**src/rtl/mrac_pkg.sv**
```systemverilog
package mrac_pkg;
    typedef enum logic [1:0] {
        SQ_IDLE   = 2'd0,
        SQ_ISSUE  = 2'd1,
        SQ_FINISH = 2'd2
    } seq_state_t;

    localparam logic [1:0] OPST_NORMAL = 2'b00;

    localparam int TRIG_BIT  = 31;
    localparam int MRA_LSB   = 12;
    localparam int MRA_FLD_W = 4;
    localparam int RANK_LSB  = 4;
    localparam int TYPE_BIT  = 0;
    localparam int BUSY_BIT  = 0;
    localparam int ERR_BIT   = 1;
endpackage

```
**src/rtl/mrac_rank_pick.sv**
```systemverilog
module mrac_rank_pick #(
    parameter int NRANK  = 4,
    parameter int RIDX_W = 2
) (
    input  logic [NRANK-1:0]  pend,
    output logic [NRANK-1:0]  first_oh,
    output logic [RIDX_W-1:0] idx,
    output logic              last
);
    for (genvar i = 0; i < NRANK; i++) begin : g_first
        if (i == 0) begin : g_lsb
            assign first_oh[i] = pend[i];
        end else begin : g_upper
            assign first_oh[i] = pend[i] & ~(|pend[i-1:0]);
        end
    end

    always_comb begin
        idx = '0;
        for (int i = 0; i < NRANK; i++) begin
            if (first_oh[i]) idx = RIDX_W'(i);
        end
    end

    assign last = ((pend & ~first_oh) == '0);
endmodule

```
**src/rtl/mrac_apb_regs.sv**
```systemverilog
module mrac_apb_regs
    import mrac_pkg::*;
#(
    parameter int ADDR_W = 4,
    parameter int NRANK  = 4
) (
    input  logic                 clk,
    input  logic                 rst_n,
    input  logic                 psel,
    input  logic                 penable,
    input  logic                 pwrite,
    input  logic [ADDR_W-1:0]    paddr,
    input  logic [31:0]          pwdata,
    output logic [31:0]          prdata,
    input  logic [1:0]           op_state,
    input  logic                 busy,
    output logic                 start,
    output logic [MRA_FLD_W-1:0] mr_addr,
    output logic [NRANK-1:0]     rank_mask,
    output logic                 mr_type
);
    logic [1:0] reg_sel;
    logic       wr_en, wr_ctrl, wr_stat, trig_req, allowed, err_q;
    logic       unused_bits;

    assign reg_sel  = paddr[3:2];
    assign wr_en    = psel && penable && pwrite;
    assign wr_ctrl  = wr_en && (reg_sel == 2'd0);
    assign wr_stat  = wr_en && (reg_sel == 2'd1);
    assign trig_req = wr_ctrl && !busy && pwdata[TRIG_BIT];
    assign allowed  = (op_state == OPST_NORMAL) && (|rank_mask);
    assign start    = trig_req && allowed;
    assign unused_bits = ^{paddr, pwdata};

    always_ff @(posedge clk or negedge rst_n) begin
        if (!rst_n) begin
            mr_addr   <= '0;
            rank_mask <= NRANK'(1);
            mr_type   <= 1'b0;
        end else if (wr_ctrl && !busy && !pwdata[TRIG_BIT]) begin
            mr_addr   <= pwdata[MRA_LSB +: MRA_FLD_W];
            rank_mask <= pwdata[RANK_LSB +: NRANK];
            mr_type   <= pwdata[TYPE_BIT];
        end
    end

    always_ff @(posedge clk or negedge rst_n) begin
        if (!rst_n) begin
            err_q <= 1'b0;
        end else if (trig_req && !allowed) begin
            err_q <= 1'b1;
        end else if (wr_stat && pwdata[ERR_BIT]) begin
            err_q <= 1'b0;
        end
    end

    always_comb begin
        prdata = '0;
        unique case (reg_sel)
            2'd0: begin
                prdata[TRIG_BIT]                = busy;
                prdata[MRA_LSB +: MRA_FLD_W]    = mr_addr;
                prdata[RANK_LSB +: NRANK]       = rank_mask;
                prdata[TYPE_BIT]                = mr_type;
            end
            2'd1: begin
                prdata[BUSY_BIT] = busy;
                prdata[ERR_BIT]  = err_q;
            end
            default: prdata = '0;
        endcase
    end

    // a refused trigger raises the error flag and does not start work
    p_refuse_r9: assert property (@(posedge clk) disable iff (!rst_n)
        (trig_req && !allowed) |=> (err_q && !busy));

    // the error flag only falls on a clearing status write
    p_err_sticky_r10: assert property (@(posedge clk) disable iff (!rst_n)
        (err_q && !(wr_stat && pwdata[ERR_BIT])) |=> err_q);

    // fields frozen while an operation runs
    p_fields_frozen_r11: assert property (@(posedge clk) disable iff (!rst_n)
        busy |=> ($stable(mr_addr) && $stable(rank_mask) && $stable(mr_type)));

    // an accepted trigger makes the sequencer busy
    p_start_busy_r3: assert property (@(posedge clk) disable iff (!rst_n)
        start |=> busy);
endmodule

```
**src/rtl/mrac_seq.sv**
```systemverilog
module mrac_seq
    import mrac_pkg::*;
#(
    parameter int NRANK  = 4,
    parameter int RIDX_W = 2,
    parameter int MRA_W  = 8
) (
    input  logic                 clk,
    input  logic                 rst_n,
    input  logic                 start,
    input  logic [NRANK-1:0]     rank_mask,
    input  logic [MRA_FLD_W-1:0] mr_addr,
    input  logic                 mr_type,
    input  logic                 lpddr_mode,
    input  logic [MRA_W-1:0]     lp_mr_addr,
    input  logic                 cmd_ready,
    output logic                 busy,
    output logic                 cmd_valid,
    output logic [RIDX_W-1:0]    cmd_rank,
    output logic [MRA_W-1:0]     cmd_addr,
    output logic                 cmd_read
);
    seq_state_t          state_q, state_d;
    logic [NRANK-1:0]    pend_q, first_oh;
    logic [RIDX_W-1:0]   pick_idx;
    logic                pick_last;
    logic [MRA_W-1:0]    addr_q;
    logic                read_q;

    mrac_rank_pick #(.NRANK(NRANK), .RIDX_W(RIDX_W)) u_pick (
        .pend     (pend_q),
        .first_oh (first_oh),
        .idx      (pick_idx),
        .last     (pick_last)
    );

    always_ff @(posedge clk or negedge rst_n) begin
        if (!rst_n) state_q <= SQ_IDLE;
        else        state_q <= state_d;
    end

    always_comb begin
        state_d = state_q;
        unique case (state_q)
            SQ_IDLE:   if (start) state_d = SQ_ISSUE;
            SQ_ISSUE:  if (cmd_ready && pick_last) state_d = SQ_FINISH;
            SQ_FINISH: state_d = SQ_IDLE;
            default:   state_d = SQ_IDLE;
        endcase
    end

    always_comb begin
        busy      = (state_q != SQ_IDLE);
        cmd_valid = (state_q == SQ_ISSUE);
        cmd_rank  = pick_idx;
        cmd_addr  = addr_q;
        cmd_read  = read_q;
    end

    always_ff @(posedge clk or negedge rst_n) begin
        if (!rst_n) begin
            pend_q <= '0;
            addr_q <= '0;
            read_q <= 1'b0;
        end else if (state_q == SQ_IDLE && start) begin
            pend_q <= rank_mask;
            addr_q <= lpddr_mode ? lp_mr_addr : MRA_W'(mr_addr);
            read_q <= lpddr_mode && mr_type;
        end else if (state_q == SQ_ISSUE && cmd_ready) begin
            pend_q <= pend_q & ~first_oh;
        end
    end

    // a stalled request holds its content
    p_hold_r5: assert property (@(posedge clk) disable iff (!rst_n)
        (cmd_valid && !cmd_ready) |=>
        (cmd_valid && $stable(cmd_rank) && $stable(cmd_addr) && $stable(cmd_read)));

    // ranks go out in strictly ascending order within one operation
    p_ascending_r4: assert property (@(posedge clk) disable iff (!rst_n)
        (cmd_valid && cmd_ready) |=> (!cmd_valid || (cmd_rank > $past(cmd_rank))));

    // the closing state returns the controller to idle
    p_finish_clears_r8: assert property (@(posedge clk) disable iff (!rst_n)
        (state_q == SQ_FINISH) |=> !busy);

    // an issuing state always has a rank left to serve
    p_issue_pending_r4: assert property (@(posedge clk) disable iff (!rst_n)
        cmd_valid |-> ($countones(first_oh) == 1));
endmodule

```
**src/rtl/mrac_ctrl.sv**
```systemverilog
module mrac_ctrl
    import mrac_pkg::*;
#(
    parameter int ADDR_W = 4,
    parameter int NRANK  = 4,
    parameter int MRA_W  = 8,
    localparam int RIDX_W = (NRANK > 1) ? $clog2(NRANK) : 1
) (
    input  logic              pclk,
    input  logic              presetn,
    input  logic              psel,
    input  logic              penable,
    input  logic              pwrite,
    input  logic [ADDR_W-1:0] paddr,
    input  logic [31:0]       pwdata,
    output logic [31:0]       prdata,
    output logic              pready,
    input  logic [1:0]        op_state,
    input  logic              lpddr_mode,
    input  logic [MRA_W-1:0]  lp_mr_addr,
    output logic              cmd_valid,
    input  logic              cmd_ready,
    output logic [RIDX_W-1:0] cmd_rank,
    output logic [MRA_W-1:0]  cmd_addr,
    output logic              cmd_read
);
    logic                 busy, start, mr_type;
    logic [MRA_FLD_W-1:0] mr_addr;
    logic [NRANK-1:0]     rank_mask;

    assign pready = 1'b1;

    mrac_apb_regs #(.ADDR_W(ADDR_W), .NRANK(NRANK)) u_regs (
        .clk       (pclk),
        .rst_n     (presetn),
        .psel      (psel),
        .penable   (penable),
        .pwrite    (pwrite),
        .paddr     (paddr),
        .pwdata    (pwdata),
        .prdata    (prdata),
        .op_state  (op_state),
        .busy      (busy),
        .start     (start),
        .mr_addr   (mr_addr),
        .rank_mask (rank_mask),
        .mr_type   (mr_type)
    );

    mrac_seq #(.NRANK(NRANK), .RIDX_W(RIDX_W), .MRA_W(MRA_W)) u_seq (
        .clk        (pclk),
        .rst_n      (presetn),
        .start      (start),
        .rank_mask  (rank_mask),
        .mr_addr    (mr_addr),
        .mr_type    (mr_type),
        .lpddr_mode (lpddr_mode),
        .lp_mr_addr (lp_mr_addr),
        .cmd_ready  (cmd_ready),
        .busy       (busy),
        .cmd_valid  (cmd_valid),
        .cmd_rank   (cmd_rank),
        .cmd_addr   (cmd_addr),
        .cmd_read   (cmd_read)
    );
endmodule

```
**config.mk**
```make
export PLATFORM = sky130hd
export DESIGN_NAME = mrac_ctrl
export DESIGN_NICKNAME = d
export VERILOG_FILES = /design/src/rtl/mrac_pkg.sv /design/src/rtl/mrac_rank_pick.sv /design/src/rtl/mrac_apb_regs.sv /design/src/rtl/mrac_seq.sv /design/src/rtl/mrac_ctrl.sv
export SDC_FILE = /design/constraint.sdc
export NUM_CORES = 1
export LEC_CHECK = 0
export BUFFER_PORTS_ARGS = -buffer_cell sky130_fd_sc_hd__buf_2
export CELL_PAD_IN_SITES_DETAIL_PLACEMENT = 1
export CELL_PAD_IN_SITES_GLOBAL_PLACEMENT = 1
export CORE_MARGIN = 10
export CORE_UTILIZATION = 29
export DETAILED_ROUTE_END_ITERATION = 6
export PLACE_DENSITY = 0.89
export SLEW_MARGIN = 20
export SYNTH_ARGS = -nofsm -noshare
export SYNTH_HDL_FRONTEND = slang
export SYNTH_SLANG_ARGS = --single-unit
```
**constraint.sdc**
```tcl
create_clock -name pclk -period 2.8 [get_ports pclk]
set_input_delay 0.14 -clock pclk [delete_from_list [all_inputs] [get_ports pclk]]
set_output_delay 0.14 -clock pclk [all_outputs]
set_load 0.01 [all_outputs]
```
-- After elaboration in Yosys (flattened, before gate mapping)
Index checks and enable logic that the tools add are counted.
- register bits after elaboration: 25
- output and inout port bits: 45
- equality and inequality tests: 4
- muxes and demuxes: 16
- bitwise operators: 8
- reduce and logical (&&, ||, !) cells: 29
- operator list (kind ; count):
    4-bit 2-to-1 mux ; 4
    1-bit logical AND ; 15
    2-bit 2-to-1 mux ; 4
    8-bit 2-to-1 mux ; 1
    2-bit zero test ; 3
    2-bit nonzero test ; 3
    1-bit 2-to-1 mux ; 5
    4-bit bitwise AND ; 1
    2-bit by 1-bit equality test with 1-bit output (second input constant) ; 2
    4-bit zero test ; 1
    2-bit by 1-bit != test with 1-bit output (second input constant) ; 2
    4-bit inverter ; 1
    2-bit case mux with 2 select lines ; 1
    4-bit OR reduction ; 1
    1-bit bitwise AND ; 3
    1-bit zero test ; 3
    1-bit inverter ; 3
    3-bit OR reduction ; 1
    1-bit case mux with 2 select lines ; 1
    2-bit AND reduction ; 1
    2-bit OR reduction ; 1

-- Logic depth before layout (Yosys ltp)
Gate-level depths: netlist of the first run.
- depth after elaboration: 9
- mapped depth: 5
- depth with buffers taken out: 3

-- Modules after synthesis
From an unflattened synthesis of the first run, not the netlist that was laid out.
- cells, all modules: 143
- area total of the unflattened synthesis: 1532.7 um2
- modules (own cells, without submodules) (module ; area an instance (um2) ; seq. area each (um2) ; cells an instance ; instances):
    mrac_seq ; 764.5 ; 375.4 ; 64 ; 1
    mrac_apb_regs ; 685.7 ; 251.5 ; 65 ; 1
    mrac_rank_pick ; 71.3 ; 0.0 ; 12 ; 1
    mrac_ctrl ; 11.3 ; 0.0 ; 2 ; 1

-- Worst setup path before layout of the first run
No wires, ideal clock.
- kind: flip-flop to flip-flop
- start: register u_seq.state_q[0]
- end: register u_seq.addr_q[3], in the netlist u_seq.cmd_addr[3]
- path buffers: 1
- data arrival time: 1812 ps
- setup slack: 863 ps
- data required time: 2675 ps
- setup time: 125 ps
- stages on the path, launching flop included: 5
- cells stage by stage: dfrtp_1 -> or4_4 -> nor4b_4 -> buf_6 -> mux2_4
- longest elaborated chain between the ends: 6
- elaborated cells on any way between the ends: 7
- RTL lines (what ; RTL line ; RTL):
    from (decl) ; mrac_seq.sv:23 ; seq_state_t state_q, state_d;
    from (signal assigned) ; mrac_seq.sv:39 ; else state_q <= state_d;
    2-bit nonzero test ; mrac_seq.sv:53 ; busy = (state_q != SQ_IDLE);
    1-bit zero test ; mrac_apb_regs.sv:30 ; assign trig_req = wr_ctrl && !busy && pwdata[TRIG_BIT];
    1-bit logical AND (2 in a row) ; mrac_apb_regs.sv:30 ;
    1-bit logical AND ; mrac_apb_regs.sv:32 ; assign start = trig_req && allowed;
    1-bit logical AND * ; mrac_seq.sv:65 ; end else if (state_q == SQ_IDLE && start) begin
    to (signal assigned) ; mrac_seq.sv:67 ; addr_q <= lpddr_mode ? lp_mr_addr : MRA_W'(mr_addr);
    to (decl) ; mrac_seq.sv:27 ; logic [MRA_W-1:0] addr_q;
Mark *: on every way between the ends. The rest lies on a longest branch, timed or not.
A chain may end at the register's enable or synchronous reset.

-- Worst setup path after layout of the first run
- start: register u_seq.state_q[0]
- end: register u_seq.addr_q[2], in the netlist u_seq.cmd_addr[2]
The elaborated chain is that of the path after synthesis.

==> out/metrics.yaml, run 1 <==
flow_run:
  drv.max_cap_violation_count: 0
timing:
  pin_slew_with_the_least_headroom_to_its_limit_ns: 0.616
  finalHoldWorstSlack_ns: 0.0987
  max_clock_skew_ns: 0.00737
  finalCritPeriodShare: 0.731
  finalHoldViolCount: 0
  timing.setup.tns_ns: 0
  slew_headroom: 0.586
  timing.final.setup_violations: 0
  timing.final.crit_period_ns: 2.05
  achievable-frequency_mhz: 488
  grt_setup_unrepaired: "false"
  timing.final.max_slew_violations: 0
clock_tree:
  clk_path_buf_depth: 2
  cts_hold_repair.buffers: 1
  clock_sink_count: 25
  worstSkewPairLatency_ns: 0.27
  clk_pin_slew_ns: 0.09
  clock_tree_from_tritoncts: "yes"
  cts_root_buf: "clkbuf_8"
  htree_levels: 1
  numCtsBuffers: 3
  post_cts_resized: 0
  post_cts.repair.setup_buffers: 0
power_and_ir_drop:
  pwr_density_cell_nw_per_um2: 469
  fin_total_pwr_w: 0.000812
  power.ir.vdd_worst_mv: 0.213
  static-leakage-power_nw: 0.884
layout:
  antenna-diode-count: 0
  final_nets: 240
  layout-area-overhead-vs-synth_pct: 19.8
  final_util: 0.362
  drive_gt1_frac: 0.441
critical_path:
  crit_path_top_delay_cell: "or4_4"
  critPathCaptureType: "register"
  cp_cell_sequence: "or4_4 > nor4b_4 > buf_4 > mux2_2"
  largest_delay_contributor_family_on_the_critical_path: "simple AND/OR/NAND/NOR gates"
  maximum_net_fanout_on_the_critical_path: 14
  cp.buffers_inverters: 1
  cp.arrival_ns: 2.20
  critical-path-max-stage-delay_ns: 0.54
  worst_setup_path_start_kind: "register"
  worst_ep_required_time_ns: 2.95
  setup.worst_path.class: "reg2reg"
floorplanning:
  chipHeight_um: 90.6
  initial_core_util: 0.302
  chipWidth_um: 90.6
  rows: 25
  io-pin-count: 98
  placeableCoreArea_um2: 4790
  dieArea_um2: 8210
global_route:
  grt_overflow_total: 0
  antenna_found_initial: 0
  grt_first_pass_wirelength_um: 6140
  grt.total_usage: 0.0913
  grt_pass1_vias: 1172
  pin_count_of_the_biggest_net_entering_global_routing: 26
synth:
  synth_largest_area_cell: "dfrtp_1"
  netlist_instances: 134
  synth-async-reset-ratio: 1.00
  synth_seq_cells: 25
  yosys_most_used_dff: "dfrtp_1"
  distinct_cell_type_count_after_synthesis: 32
  count_of_warnings_emitted_by_yosys: 0
  synth_edf_count: 0
  synth.top_cells.by_area: "dfrtp_1, mux2_2, buf_4"
  synthDominantCellAreaShare: 0.416
  synth_area_um2: 1450
  synth_seq_area_share: 0.434
  synth.avg_cell_area_um2: 10.8
route:
  first_pass_iters: 4
  detail_route.wl_per_cell_um: 15.5
  final_wl_um: 3910
  ant_nets: 0
  post_drt_via_cell_ratio: 4.33
  dr_total_vias: 1095
  dr.first_iter.drc_count: 30
  drc_errors: 0
run_status:
  result_of_the_run: "finished, final reports clean"
placed_design:
  place.gp.congestion: 0.708
  dpl.hpwl_um: 3190
  port_buffers: 52
min_path:
  holdCritPathClass: "in2reg"
[cell usage in the layout, fill, tap and decap left out, drive strengths merged, types with 2 or more instances in the layout]
cell type / n
nand2: 6
nand3b: 2
buf: 54
conb: 22
o21ai: 3
nor2: 6
clkbuf: 3
a211oi: 3
mux2i: 8
mux2: 18
and2: 5
dfrtp: 24
inv: 9
nor3: 7
[kinds of logic after synthesis]
| logic type | synth area share |
|---|---|
| other | 0.00520 |
| buffers and inverters | 0.166 |
| multiplexers | 0.198 |
| AO/OA/AOI/OAI | 0.0528 |
| flip-flops | 0.434 |
| AND/OR/NAND/NOR | 0.144 |
[metrics by stage]
stage               cell area [µm²]  instances  setup slack [ns]
CTS                            1730        253             0.747
global placement               1670        248             0.803
finish                         1730        253             0.752
floorplan                      1520        154             0.863
global route                   1730        253             0.636
detailed placement             1670        248             0.769
[final cells by class]
type / count / area [µm²]
tap: 67 / 83.8
timing repair buffer: 55 / 285
clock buffer: 3 / 41.3
sequential: 25 / 627
inverter: 9 / 33.8
multi-input combinational: 93 / 653
clock inverter: 1 / 7.51
fill: 567 / 3050
[synthesized netlist by cell type, types with 3 or more instances]
master,number
dfrtp_1,24
nor3_1,6
buf_6,3
nand2_1,6
buf_4,22
mux2i_1,8
and2_1,5
inv_1,9
mux2_2,17
nor2_1,6
a211oi_1,3
o21ai_0,3
[routing by layer]
layer | part of all wire | global-route usage
met3 | 0.058 | 0.0299
met5 | 0 | 0
met2 | 0.54 | 0.163
met1 | 0.39 | 0.102
met4 | 0.0046 | 0.0199
[worst paths after layout]
| check | start | endpoint | slack, ns | cells after the start |
|---|---|---|---|---|
| setup / recovery | u_seq.state_q[0] | u_seq.cmd_addr[2] | 0.75 | 4 |
| hold / removal | pwdata[5] | u_regs.rank_mask[1] | 0.1 | 2 |
| setup reg to reg | u_seq.state_q[0] | u_seq.cmd_addr[2] | 0.75 | 4 |
| hold reg to reg | u_seq.cmd_addr[0] | u_seq.cmd_addr[0] | 0.51 | 1 |
| max in group asynchronous | presetn | u_seq.cmd_addr[1] | 2.00 | 2 |
| min in group asynchronous | presetn | u_seq.state_q[1] | 0.40 | 2 |
[registers in the layout, indices dropped and copies added (netlist names)]
register          count
u_seq.pend_q          4
u_seq.cmd_addr        8
u_seq.cmd_read        1
u_regs.err_q          1
u_regs.mr_addr        4
u_regs.mr_type        1
u_regs.rank_mask      4
u_seq.state_q         2
[power breakdown]
group	switching [W]	internal, W	total (W)
Clock	0.000117	0.000101	0.000218
Combinational	0.0000866	0.0000762	0.000163
Sequential	0.0000287	0.000402	0.000431
Total	0.000233	0.000579	0.000812
Power figures use the tool's default switching activity.
==> run 2: changes to the inputs <==
--- a/config.mk
+++ b/config.mk
@@ -9,9 +9,9 @@
 export CELL_PAD_IN_SITES_DETAIL_PLACEMENT = 1
 export CELL_PAD_IN_SITES_GLOBAL_PLACEMENT = 1
 export CORE_MARGIN = 10
-export CORE_UTILIZATION = 29
+export CORE_UTILIZATION = 26
 export DETAILED_ROUTE_END_ITERATION = 6
-export PLACE_DENSITY = 0.89
+export PLACE_DENSITY = 0.84
 export SLEW_MARGIN = 20
 export SYNTH_ARGS = -nofsm -noshare
 export SYNTH_HDL_FRONTEND = slang
==> constraint.sdc (replaced) <==
create_clock -name pclk -period 1.75 [get_ports pclk]
set_input_delay 0.0875 -clock pclk [delete_from_list [all_inputs] [get_ports pclk]]
set_output_delay 0.0875 -clock pclk [all_outputs]
set_load 0.01 [all_outputs]
==> run 2 against run 1 <==
Net effect:
- the flow now finishes with violations (negative setup slack)
- combinational power grew 71%
- critical path type unchanged
- global-route usage is 0.49 points lower
- clock power rose by 57%
- register-to-register slack got worse by 0.82 ns
==> out/metrics.yaml, run 2 (same netlist as run 1, synthesis figures left out) <==
route:
  final_wl_um: 4010  # +2.5%
  dr.first_iter.drc_count: 15  # -50%
  first_pass_iters: 4  # unchanged
  drc_errors: 0  # unchanged
  post_drt_via_cell_ratio: 4.17  # -3.7%
  dr_total_vias: 1113  # +1.6%
  ant_nets: 0  # unchanged
  detail_route.wl_per_cell_um: 15.0  # -2.8%
clock_tree:
  clk_path_buf_depth: 2  # unchanged
  numCtsBuffers: 3  # unchanged
  worstSkewPairLatency_ns: 0.26  # about the same
  clock_sink_count: 25  # unchanged
  htree_levels: 1  # unchanged
  clk_pin_slew_ns: 0.09  # about the same
  clock_tree_from_tritoncts: "yes"
  cts_root_buf: "clkbuf_8"
floorplanning:
  placeableCoreArea_um2: 5440  # +14%
  dieArea_um2: 8940  # +8.9%
  chipHeight_um: 94.6  # +4.4%
  chipWidth_um: 94.6  # +4.4%
  io-pin-count: 98  # unchanged
  rows: 27  # +8.0%
  initial_core_util: 0.266  # -0.0363
global_route:
  pin_count_of_the_biggest_net_entering_global_routing: 26  # unchanged
  grt.total_usage: 0.0865  # -0.00487
  grt_pass1_vias: 1216  # +3.8%
  grt_first_pass_wirelength_um: 6190  # +0.78%
  antenna_found_initial: 0  # unchanged
  grt_overflow_total: 0  # unchanged
power_and_ir_drop:
  power.ir.vdd_worst_mv: 0.352  # +65%
  pwr_density_cell_nw_per_um2: 717  # +53%
  static-leakage-power_nw: 0.938  # +6.2%
min_path:
  holdCritPathClass: "in2reg"
  min_from: "pwdata[0]"
  worst_hold_path_ep: "u_regs.mr_type"
  holdPathStages: 2  # unchanged
critical_path:
  reg2reg_depth: 4  # unchanged
  setup.worst_path.class: "reg2reg"
  setup.reg_to_reg.worst_slack_ns: -0.07  # -0.82 ns
  critical-path-max-stage-delay_ns: 0.52  # -0.02 ns
  critical_path.reg2reg.endpoint: "u_seq.cmd_addr[0]"
  cp.arrival_ns: 1.98  # -0.22 ns
  crit_path_top_delay_cell: "or4_4"
  worst_r2r_startpoint: "u_seq.state_q[0]"
  cp_cell_sequence: "or4_4 > nor4b_4 > buf_12 > mux2_2"
  worst_ep_required_time_ns: 1.90  # -1.05 ns
  critPathCaptureType: "register"
  maximum_net_fanout_on_the_critical_path: 9  # -5
  worst_setup_path_start_kind: "register"
layout:
  layout-area-overhead-vs-synth_pct: 26.6
  antenna-diode-count: 0  # unchanged
  drive_gt1_frac: 0.462  # +0.0207
  cell_area_after_layout_um2: 1830  # +5.6%
  layout.cells.most_common: "buf_2"
  final_nets: 249  # +3.8%
  final_util: 0.336  # -0.0255
  layout.cells.most_common_list: "buf_2, dfrtp_1, conb_1"
  filler_cell_count: 653  # +15%
  max_reg_flops: 8  # unchanged
timing:
  slew_headroom: 0.607  # +0.0216
  max_clock_skew_ns: 0.00475  # -0.00261 ns
  timing.final.max_slew_violations: 0  # unchanged
  timing.final.crit_period_ns: 1.82  # -0.225 ns
  achievable-frequency_mhz: 549  # +12%
  timing.final.setup_violations: 9  # +9
  pin_slew_with_the_least_headroom_to_its_limit_ns: 0.589  # -0.0268 ns
  grt_setup_unrepaired: "true"
  fin_ws_ns: -0.0723  # -0.825 ns
  finalHoldViolCount: 0  # unchanged
  finalCritPeriodShare: 1.04  # +0.310
  timing.setup.tns_ns: -0.336  # -0.336 ns
placed_design:
  dpl.hpwl_um: 3280  # +2.8%
  port_buffers: 52  # unchanged
  placement_setup_slack_ns: -0.0674  # -0.836 ns
  dpl_cell_area_um2: 1750  # +4.7%
  place.gp.congestion: 0.667  # -5.8%
run_status:
  result_of_the_run: "complete, but fails checks"
  failed_checks: "negative setup slack"
flow_run:
  drv.max_cap_violation_count: 0  # unchanged
-- run 2: changes by cell type in the layout (fill, tap and decap cells not counted), sizes merged --
cell | previous run | this run
clkinvlp | 1 | 0
clkbuf | 3 | 4
buf | 54 | 63
-- run 2: worst max path at each step --
stage          slack (ns)                end              from
2_1_floorplan       -0.12  u_seq.cmd_addr[3]  u_seq.state_q[0]
3_3_place_gp        -0.05  u_seq.cmd_addr[1]  u_seq.state_q[0]
3_5_place_dp        -0.07  u_seq.cmd_addr[2]  u_seq.state_q[0]
4_1_cts             -0.08  u_seq.cmd_addr[6]  u_seq.state_q[0]
5_1_grt             -0.11    u_seq.pend_q[2]  u_seq.state_q[0]
6_report            -0.07  u_seq.cmd_addr[0]  u_seq.state_q[0]
-- run 2: area by class of cell --
class / count / area [µm²] / share of cell area
timing repair buffer: 64 / 373 / 0.204
clock buffer: 4 / 45.0 / 0.0246
sequential: 25 / 627 / 0.343
tap: 72 / 90.1 / 0.0492
multi-input combinational: 93 / 661 / 0.361
inverter: 9 / 33.8 / 0.0185
-- run 2: metrics by stage --
step	hold slack [ns]	instances	total power, W
6_report	0.0497	267	0.00131
3_5_place_dp	0.127	261	0.000981
5_1_grt	0.0378	267	0.00141
4_1_cts	0.0418	266	0.00134
2_1_floorplan	-0.208	154	0.000886
3_3_place_gp	0.127	261	0.000967
-- run 2: repair_timing --
item / in CTS / in global routing
endpoints found under the setup margin: 12 / 18
gates cloned: 0 / 0
hold buffers: 1 / 0
endpoints found under the hold margin: 24 / 0
setup buffers: 0 / 1
gates resized for setup: 2 / 2
-- run 2: layer usage --
layer / up-vias / GRT usage / wire length (µm)
met5: - / 0 / 0
met4: 0 / 0.0150 / 18
met3: 2 / 0.0230 / 172
met2: 25 / 0.156 / 2140
met1: 551 / 0.101 / 1680
li1: 535 / - / -
-- run 2: critical path, delay by kind of cell (launching register included) --
kind	cells	cell delay, ns
mux	1	0.33
buf+inv	1	0.18
flops	1	0.39
simple gates	2	0.81
-- run 2: report_power, final --
| part | leakage (nW) | internal (W) | switching (W) |
|---|---|---|---|
| combinational | 0.605 | 0.000136 | 0.000142 |
| sequential | 0.310 | 0.000644 | 0.0000479 |
| clock | 0.0228 | 0.000163 | 0.000179 |
| total | 0.938 | 0.000942 | 0.000369 |
